### src/rtl/tir_pkg.sv
package tir_pkg;
  localparam int unsigned NUM_LINES    = 32;
  localparam int unsigned ROUTE_W      = $clog2(NUM_LINES);
  localparam int unsigned MSG_W        = 32;
  localparam int unsigned LEG_PIT_LINE = 0;
  localparam int unsigned LEG_RTC_LINE = 8;
  typedef logic [MSG_W-1:0]     word_t;
  typedef logic [ROUTE_W-1:0]   route_t;
  typedef logic [NUM_LINES-1:0] lines_t;
endpackage

### src/rtl/tir_chan.sv
module tir_chan (
  input  logic clk_i,
  input  logic rst_ni,
  input  logic en_i,
  input  logic level_i,
  input  logic msg_en_i,
  input  logic fire_i,
  input  logic clr_i,
  input  logic grant_i,
  output logic sts_o,
  output logic pend_o,
  output logic drive_o
);
  logic sts_q, pulse_q, pend_q;

  always_ff @(posedge clk_i or negedge rst_ni) begin
    if (!rst_ni) begin
      sts_q   <= 1'b0;
      pulse_q <= 1'b0;
      pend_q  <= 1'b0;
    end else begin
      pulse_q <= en_i && fire_i && !msg_en_i && !level_i;
      if (!en_i)                       sts_q <= 1'b0;
      else if (fire_i && !msg_en_i)    sts_q <= level_i;
      else if (clr_i)                  sts_q <= 1'b0;
      if (!en_i || !msg_en_i)          pend_q <= 1'b0;
      else if (fire_i)                 pend_q <= 1'b1;
      else if (grant_i)                pend_q <= 1'b0;
    end
  end

  assign sts_o   = sts_q;
  assign pend_o  = pend_q;
  assign drive_o = !msg_en_i && ((level_i && sts_q) || pulse_q);


  sts_disable_chk: assert property (@(posedge clk_i) disable iff (!rst_ni)
    !en_i |=> (!sts_q && !pend_q));

  w1c_chk: assert property (@(posedge clk_i) disable iff (!rst_ni)
    (clr_i && !fire_i) |=> !sts_q);

  pulse_len_chk: assert property (@(posedge clk_i) disable iff (!rst_ni)
    (pulse_q && !fire_i) |=> !pulse_q);
endmodule

### src/rtl/tir_msg_arb.sv
module tir_msg_arb
  import tir_pkg::*;
#(
  parameter int unsigned NUM_TMR = 4
) (
  input  logic                     clk_i,
  input  logic                     rst_ni,
  input  logic [NUM_TMR-1:0]       pend_i,
  input  logic [NUM_TMR*MSG_W-1:0] addr_i,
  input  logic [NUM_TMR*MSG_W-1:0] data_i,
  input  logic                     ready_i,
  output logic [NUM_TMR-1:0]       grant_o,
  output logic                     valid_o,
  output word_t                    addr_o,
  output word_t                    data_o
);
  logic  valid_q, take;
  word_t addr_q, data_q, addr_sel, data_sel;

  assign take    = !valid_q || ready_i;
  assign grant_o = take ? (pend_i & (~pend_i + 1'b1)) : '0;

  always_comb begin
    addr_sel = '0;
    data_sel = '0;
    for (int t = 0; t < NUM_TMR; t++) begin
      if (grant_o[t]) begin
        addr_sel = addr_sel | addr_i[t*MSG_W +: MSG_W];
        data_sel = data_sel | data_i[t*MSG_W +: MSG_W];
      end
    end
  end

  always_ff @(posedge clk_i or negedge rst_ni) begin
    if (!rst_ni) begin
      valid_q <= 1'b0;
      addr_q  <= '0;
      data_q  <= '0;
    end else if (take) begin
      valid_q <= |pend_i;
      if (|pend_i) begin
        addr_q <= addr_sel;
        data_q <= data_sel;
      end
    end
  end

  assign valid_o = valid_q;
  assign addr_o  = addr_q;
  assign data_o  = data_q;


  msg_hold_chk: assert property (@(posedge clk_i) disable iff (!rst_ni)
    (valid_q && !ready_i) |=> (valid_q && $stable(addr_q) && $stable(data_q)));

  grant_onehot_chk: assert property (@(posedge clk_i) disable iff (!rst_ni)
    $onehot0(grant_o));
endmodule

### src/rtl/tir_line_map.sv
module tir_line_map
  import tir_pkg::*;
#(
  parameter int unsigned NUM_TMR = 4
) (
  input  logic                       legacy_i,
  input  logic [NUM_TMR-1:0]         drive_i,
  input  logic [NUM_TMR*ROUTE_W-1:0] route_i,
  input  logic                       pit_lvl_i,
  input  logic                       rtc_lvl_i,
  output lines_t                     irq_o
);
  route_t tgt [NUM_TMR];

  for (genvar t = 0; t < NUM_TMR; t++) begin : g_tgt
    if (t == 0) begin : g_t0
      assign tgt[t] = legacy_i ? route_t'(LEG_PIT_LINE) : route_i[t*ROUTE_W +: ROUTE_W];
    end else if (t == 1) begin : g_t1
      assign tgt[t] = legacy_i ? route_t'(LEG_RTC_LINE) : route_i[t*ROUTE_W +: ROUTE_W];
    end else begin : g_tn
      assign tgt[t] = route_i[t*ROUTE_W +: ROUTE_W];
    end
  end

  always_comb begin
    irq_o = '0;
    for (int t = 0; t < NUM_TMR; t++) begin
      if (drive_i[t]) irq_o[tgt[t]] = 1'b1;
    end
    if (!legacy_i) begin
      irq_o[LEG_PIT_LINE] = irq_o[LEG_PIT_LINE] | pit_lvl_i;
      irq_o[LEG_RTC_LINE] = irq_o[LEG_RTC_LINE] | rtc_lvl_i;
    end
  end
endmodule

### src/rtl/tir_router.sv
module tir_router
  import tir_pkg::*;
#(
  parameter int unsigned NUM_TMR = 4
) (
  input  logic                       clk_i,
  input  logic                       rst_ni,
  input  logic                       glb_en_i,
  input  logic                       legacy_en_i,
  input  logic [NUM_TMR-1:0]         fire_i,
  input  logic [NUM_TMR-1:0]         ch_en_i,
  input  logic [NUM_TMR-1:0]         ch_level_i,
  input  logic [NUM_TMR-1:0]         ch_msg_en_i,
  input  logic [NUM_TMR*ROUTE_W-1:0] ch_route_i,
  input  logic [NUM_TMR*MSG_W-1:0]   msg_addr_i,
  input  logic [NUM_TMR*MSG_W-1:0]   msg_data_i,
  input  logic [NUM_TMR-1:0]         sts_clr_i,
  input  logic                       ext_pit_irq_i,
  input  logic                       ext_rtc_irq_i,
  input  logic                       msg_ready_i,
  output logic [NUM_LINES-1:0]       irq_o,
  output logic [NUM_TMR-1:0]         sts_o,
  output logic                       pit_en_o,
  output logic                       msg_valid_o,
  output logic [MSG_W-1:0]           msg_addr_o,
  output logic [MSG_W-1:0]           msg_data_o
);
  logic               legacy_q, pit_q, rtc_q;
  logic [NUM_TMR-1:0] pend, grant, drive;

  always_ff @(posedge clk_i or negedge rst_ni) begin
    if (!rst_ni) begin
      legacy_q <= 1'b0;
      pit_q    <= 1'b0;
      rtc_q    <= 1'b0;
    end else begin
      legacy_q <= legacy_en_i;
      pit_q    <= ext_pit_irq_i;
      rtc_q    <= ext_rtc_irq_i;  // recorded in every mode
    end
  end

  assign pit_en_o = !legacy_q;

  for (genvar t = 0; t < NUM_TMR; t++) begin : g_ch
    tir_chan u_chan (
      .clk_i   (clk_i),
      .rst_ni  (rst_ni),
      .en_i    (ch_en_i[t] && glb_en_i),
      .level_i (ch_level_i[t]),
      .msg_en_i(ch_msg_en_i[t]),
      .fire_i  (fire_i[t]),
      .clr_i   (sts_clr_i[t]),
      .grant_i (grant[t]),
      .sts_o   (sts_o[t]),
      .pend_o  (pend[t]),
      .drive_o (drive[t])
    );
  end

  tir_msg_arb #(.NUM_TMR(NUM_TMR)) u_arb (
    .clk_i  (clk_i),
    .rst_ni (rst_ni),
    .pend_i (pend),
    .addr_i (msg_addr_i),
    .data_i (msg_data_i),
    .ready_i(msg_ready_i),
    .grant_o(grant),
    .valid_o(msg_valid_o),
    .addr_o (msg_addr_o),
    .data_o (msg_data_o)
  );

  tir_line_map #(.NUM_TMR(NUM_TMR)) u_map (
    .legacy_i (legacy_q),
    .drive_i  (drive),
    .route_i  (ch_route_i),
    .pit_lvl_i(pit_q),
    .rtc_lvl_i(rtc_q),
    .irq_o    (irq_o)
  );


  legacy_mute_chk: assert property (@(posedge clk_i) disable iff (!rst_ni)
    (legacy_q && !drive[0] && !drive[1]) |-> (!irq_o[LEG_PIT_LINE] || (|drive)));
endmodule

### config.mk
export PLATFORM = sky130hd
export DESIGN_NAME = tir_router
export DESIGN_NICKNAME = d
export VERILOG_FILES = /design/src/rtl/tir_pkg.sv /design/src/rtl/tir_chan.sv /design/src/rtl/tir_msg_arb.sv /design/src/rtl/tir_line_map.sv /design/src/rtl/tir_router.sv
export SDC_FILE = /design/constraint.sdc
export NUM_CORES = 1
export LEC_CHECK = 0
export BUFFER_PORTS_ARGS = -buffer_cell sky130_fd_sc_hd__buf_2
export CAP_MARGIN = 20
export CORE_AREA = 2 2 158 160
export CTS_BUF_LIST = sky130_fd_sc_hd__clkbuf_8 sky130_fd_sc_hd__clkbuf_16
export DETAILED_ROUTE_END_ITERATION = 8
export DIE_AREA = 0 0 160 162
export MAX_ROUTING_LAYER = met4
export PLACE_DENSITY = 0.52
export SYNTH_ARGS = -nofsm -noshare
export SYNTH_HDL_FRONTEND = slang
export SYNTH_SLANG_ARGS = --single-unit
### constraint.sdc
create_clock -name clk_i -period 3.1 [get_ports clk_i]
set_input_delay 0.31 -clock clk_i [delete_from_list [all_inputs] [get_ports clk_i]]
set_output_delay 0.31 -clock clk_i [all_outputs]
set_load 0.02 [all_outputs]
---- After elaboration in Yosys (flattened, before gate mapping) ----
Index checks and enable logic that the tools add are counted.
storage, ports and cells
  logic and storage cells ................. 154
  register bits after elaboration ......... 80
  bits of input ports ..................... 303
  output and inout port bits .............. 102
cells by class
  mux-type cells .......................... 49
  bitwise logic cells ..................... 13
  reduce and logical (&&, ||, !) cells .... 61
  $add $sub $neg .......................... 1
  eq/ne operators ......................... 4
  $lt $le $gt $ge ......................... 8
operators by type and width
  kind                   number
  $mux W32               12
  $or A32 B32 Y32        9
  $logic_and A1 B1 Y1    32
  $mux W1                30
  $lt A5 B6 Y1 const B   4
  $demux W1 S5           4
  $ge A5 B1 Y1 const B   4
  $logic_not A1 Y1       14
  $ne A3 B3 Y1 const B   4
  $reduce_bool A3 Y1     4
  $mux W5                2
  $logic_or A1 B1 Y1     9
  $add A4 B1 Y4 const B  1
  $and A4 B4 Y4          1
  $mux W4                1
  $not A4 Y4             1
  $reduce_or A4 Y1       1
  $or A1 B1 Y1           2
  $reduce_and A2 Y1      1

---- Logic depth before layout (Yosys ltp) ----
  depth after elaboration ................. 14
  mapped depth ............................ 6
  mapped depth without buffers ............ 4

---- By module ----
A second synthesis with hierarchy kept.
unflattened totals
  cells, all modules ...................... 758
  area, all modules ....................... 6,351.1 µm²
modules (own cells, without submodules)
  module        times used  area an instance (µm²)  cells each
  tir_msg_arb   1           4,603.2                 546
  tir_line_map  1           1,068.5                 148
  tir_chan      4           143.9                   14
  tir_router    1           103.8                   8

---- Worst setup path after synthesis ----
No wires, ideal clock.
  path kind ............................... register -> output
  start ................................... register legacy_q
  end ..................................... output port irq_o[11]
  path slack .............................. 1,303 ps
  data arrival time ....................... 1,487 ps
  cell stages (with the launch flop) ...... 5
  cells stage by stage .................... dfrtp_1 -> buf_2 -> inv_1 -> nand4_1 -> o211ai_1
between the ends
  longest elaborated chain between the ends .. 12
  elaborated cells on any way between the ends .. 19
  those cells by class .................... order compare: 4; mux: 10; bitwise: 3; reduce/logical: 2
RTL lines
  element                                                                    line                source
  start: declaration                                                         tir_router.sv:28    logic legacy_q, pit_q, rtc_q;
  start signal: assignment                                                   tir_router.sv:37    legacy_q <= legacy_en_i;
  $mux W5                                                                    tir_line_map.sv:17  assign tgt[t] = legacy_i ? route_t'(LEG_PIT_LINE) : route_i[t*ROUTE_W +: ROUTE_W];
  $lt A5 B6 Y1 (not written as such) / $ge A5 B1 Y1 (equally long branches)  tir_line_map.sv:28  if (drive_i[t]) irq_o[tgt[t]] = 1'b1;
  $logic_and A1 B1 Y1 (not written as such)                                  tir_line_map.sv:28
  $mux W1 (not written as such)                                              tir_line_map.sv:28
  $demux W1 S5                                                               -
  $mux W32                                                                   tir_line_map.sv:28
  $or A32 B32 Y32 (no source line)                                           -
  $mux W32 (*)                                                               tir_line_map.sv:28
  $or A32 B32 Y32 (no source line)                                           -
  $mux W32 (*)                                                               tir_line_map.sv:28
  $or A32 B32 Y32 (no source line)                                           -
  $mux W32 (*)                                                               tir_line_map.sv:28
  end: declaration                                                           tir_router.sv:21    output logic [NUM_LINES-1:0] irq_o,
Every way passes the cells marked *; elsewhere a longest branch is shown, timed or not.

---- Worst setup path in the final report ----
  start ................................... register legacy_q
  end ..................................... output port irq_o[1]
The elaborated chain is that of the path after synthesis.

==> results.cfg <==
[detailed_routing]
wire_per_inst_um = 20.5
drtPass1Iterations = 7
wl_mm = 27.4
drc = 0
dr.first_iter.drc_count = 960
ant_nets = 0
viasPerCell = 5.19
vias = 6960

[critical_path]
crit_family = simple AND/OR/NAND/NOR gates
cp.required_ns = 2.79
worstSetupPathType = flop to primary output
crit_arrival_ns = 2.26
crit_buf_inv = 2
worst-path-max-fanout = 10
cp_slowest_cell = nor4_1
end_kind = primary output
crit_chain = buf_4 > nor4_1 > a22oi_1 > o211ai_1 > buf_2
startpoint_type = flop
max_stage_delay_ns = 0.62

[floorplanning]
rows = 57
ios = 405
start_util_pct = 21.7
die_x_um = 160
dieArea_um2 = 25900
core-area_um2 = 24100
die_h_um = 162

[min_path]
hold_path.class = input port to asynchronous set/reset pin

[grt]
gr-usage-met2_pct = 31.9
grtUsageMet1_pct = 26.3
grtUsageMet3_pct = 3.86
grt_max_degree = 129
grt_pass1_wl_mm = 39.1
busiest_layer = met2
antenna_found_initial = 1
grt_pass1_vias = 6382
track_usage_pct = 20.3
gr-total-overflow = 0

[sta]
grt_setup_unrepaired = no
slew_headroom_pct = 46.7
holdWs_ns = -0.0187
timing.final.crit_share_pct = 82.8
setup-tns-final_ns = 0
setup_viol = 0
fmax_mhz = 390
worstMarginPinSlew_ns = 0.800
fin_worst_skew_ns = 0.00731
setup_slack_ns = 0.533
finalHoldViolCount = 10
slew_viol_final = 0
period_needed_ns = 2.57

[placed_design]
hpwl_mm = 21.4
place.gp.congestion = 1.02
dp_slack_ns = 0.922
place.port_buffers = 404
dpl-instance-area_um2 = 7630
dp.cells = 1322

[yosys]
synth-seq-area-share_pct = 38.3
synth_nets = 925
avgSynthCellArea_um2 = 8.41
synth_area_um2 = 5230
ys_warn_count = 0
syn_inst = 622
ys_types = 35
synth-seq-cells = 80

[final_layout]
post-route-cell-area_um2 = 7950
multi_input_area_um2 = 2970
fin_nets = 1312
drive_gt1_share_pct = 45.6
seq_area_um2 = 2000
stdcell_count = 1341
area_delta_synth_final_pct = 52.0
fillCellCount = 2665

[outcome]
violations = hold timing
status = finished with violations

[clock_tree]
post-cts-setup-buffers = 0
numCtsBuffers = 9
clockBufferDepth = 2
cts_hold_buf = 0
clock_latency_ns = 0.34
clk_pin_slew_ns = 0.07
clock-sinks = 80
htree_levels = 3
cts_tree = built
cts-root-buf = clkbuf_16
cts_resized = 0

[pwr]
leakage_nw = 3.65
worst_ir_drop_vdd_mv = 0.253
power_density_nw_per_um2 = 491
power_mw = 3.91

[run]
drv_cap = 0
power breakdown:
| group | switching [mW] | leakage, nW | internal [mW] |
|---|---|---|---|
| clock | 0.505 | 0.149 | 0.641 |
| combinational | 0.847 | 2.53 | 0.500 |
| sequential | 0.129 | 0.970 | 1.28 |
| total | 1.48 | 3.65 | 2.43 |
cells by family after synthesis:
group / Yosys count / synth area share [%]
and+or+nand+nor: 287 / 25.6
AOI/OAI and AO/OA: 199 / 30.0
DFF: 80 / 38.3
buffers and inverters: 52 / 5.36
muxes: 4 / 0.766
layout make-up:
class | instances | share of cell area, %
multi-input combinational | 490 | 37.3
timing repair buffer | 426 | 28.3
sequential | 80 | 25.2
tap | 324 | 5.10
clock buffer | 9 | 2.83
clock inverter | 7 | 1.05
inverter | 2 | 0.0944
antenna | 3 | 0.0944
synthesized netlist by cell type:
cell type	n	share of area (%)
nor3_2	1	0.19
buf_2	11	1.1
a222oi_1	65	12
o21ai_0	3	0.29
or3_1	1	0.12
and2_1	1	0.12
o211ai_1	16	2.3
nor4_2	5	1.2
a22oi_1	38	5.5
a211oi_2	2	0.48
nand2b_1	14	1.7
nand3_1	12	1.1
nor2b_1	9	1.1
inv_1	2	0.14
nand2_1	119	8.5
nor3_1	17	1.6
a221o_1	1	0.19
nor4_1	2	0.24
nor3b_1	9	1.3
nor4b_2	4	1.1
nor2_1	83	6.0
or2_2	3	0.36
nand4_1	1	0.12
buf_1	3	0.22
and3_1	4	0.48
o22a_1	1	0.17
a22o_1	2	0.34
clkbuf_1	24	1.7
a31oi_1	63	7.5
and3b_1	2	0.34
buf_4	5	0.72
mux2i_1	4	0.77
a21oi_1	8	0.77
dfrtp_1	80	38
buf_6	7	1.5
final timing paths:
path                                       startpoint                to  slack (ns)  cells after the start
max in group asynchronous                      rst_ni     u_arb.valid_o        2.35                      2
worst max-delay path                         legacy_q          irq_o[1]        0.53                      5
worst min-delay path                           rst_ni   u_arb.data_o[4]       -0.02                      1
min in group clk_i                        legacy_en_i          legacy_q        0.07                      1
worst min register to register       u_arb.data_o[24]  u_arb.data_o[24]        0.50                      1
worst max register to register  g_ch[0].u_chan.pend_o  u_arb.data_o[27]        0.92                      5
registers in the layout, indices dropped and copies added, names as in the netlist:
| name | cells |
|---|---|
| u_arb.valid_o | 1 |
| legacy_q | 1 |
| u_arb.data_o | 32 |
| rtc_q | 1 |
| g_ch.u_chan.pend_o | 4 |
| g_ch.u_chan.sts_o | 4 |
| u_arb.addr_o | 32 |
| pit_q | 1 |
| g_ch.u_chan.pulse_q | 4 |
per-stage QoR:
stage                     hold slack, ns  util (%)
final                            -0.0187      33.0
after detailed placement           0.385      31.7
after CTS                        0.00498      32.9
after global routing              0.0336      33.0
after global placement             0.398      31.7
after floorplan                   0.0144         -
cells in the final DEF (no fill, tap or decap), types with 12 or more instances in the layout:
cell | synthesis | routed
o211ai_1 | 16 | 16
nand2_1 | 119 | 119
a222oi_1 | 65 | 65
nand3_1 | 12 | 12
dfrtp_1 | 80 | 80
a31oi_1 | 63 | 63
nor2_1 | 83 | 82
nand2b_1 | 14 | 14
buf_2 | 11 | 403
buf_4 | 5 | 18
a22oi_1 | 38 | 38
nor3_1 | 17 | 17
worst reg2reg max path, delay by kind of cell, from the launching register on:
family	cells	cell delay [ns]
flip-flops	1	0.57
buffers and inverters	1	0.34
AND/OR/NAND/NOR	2	0.59
AO/OA/AOI/OAI	2	0.52
per-layer routing:
| metal | up-vias | share of wire [%] |
|---|---|---|
| met5 | - | 0 |
| met4 | 0 | 2.7 |
| met1 | 3267 | 41 |
| met3 | 53 | 8.9 |
| li1 | 3199 | - |
| met2 | 441 | 47 |
Power figures use the tool's default switching activity.
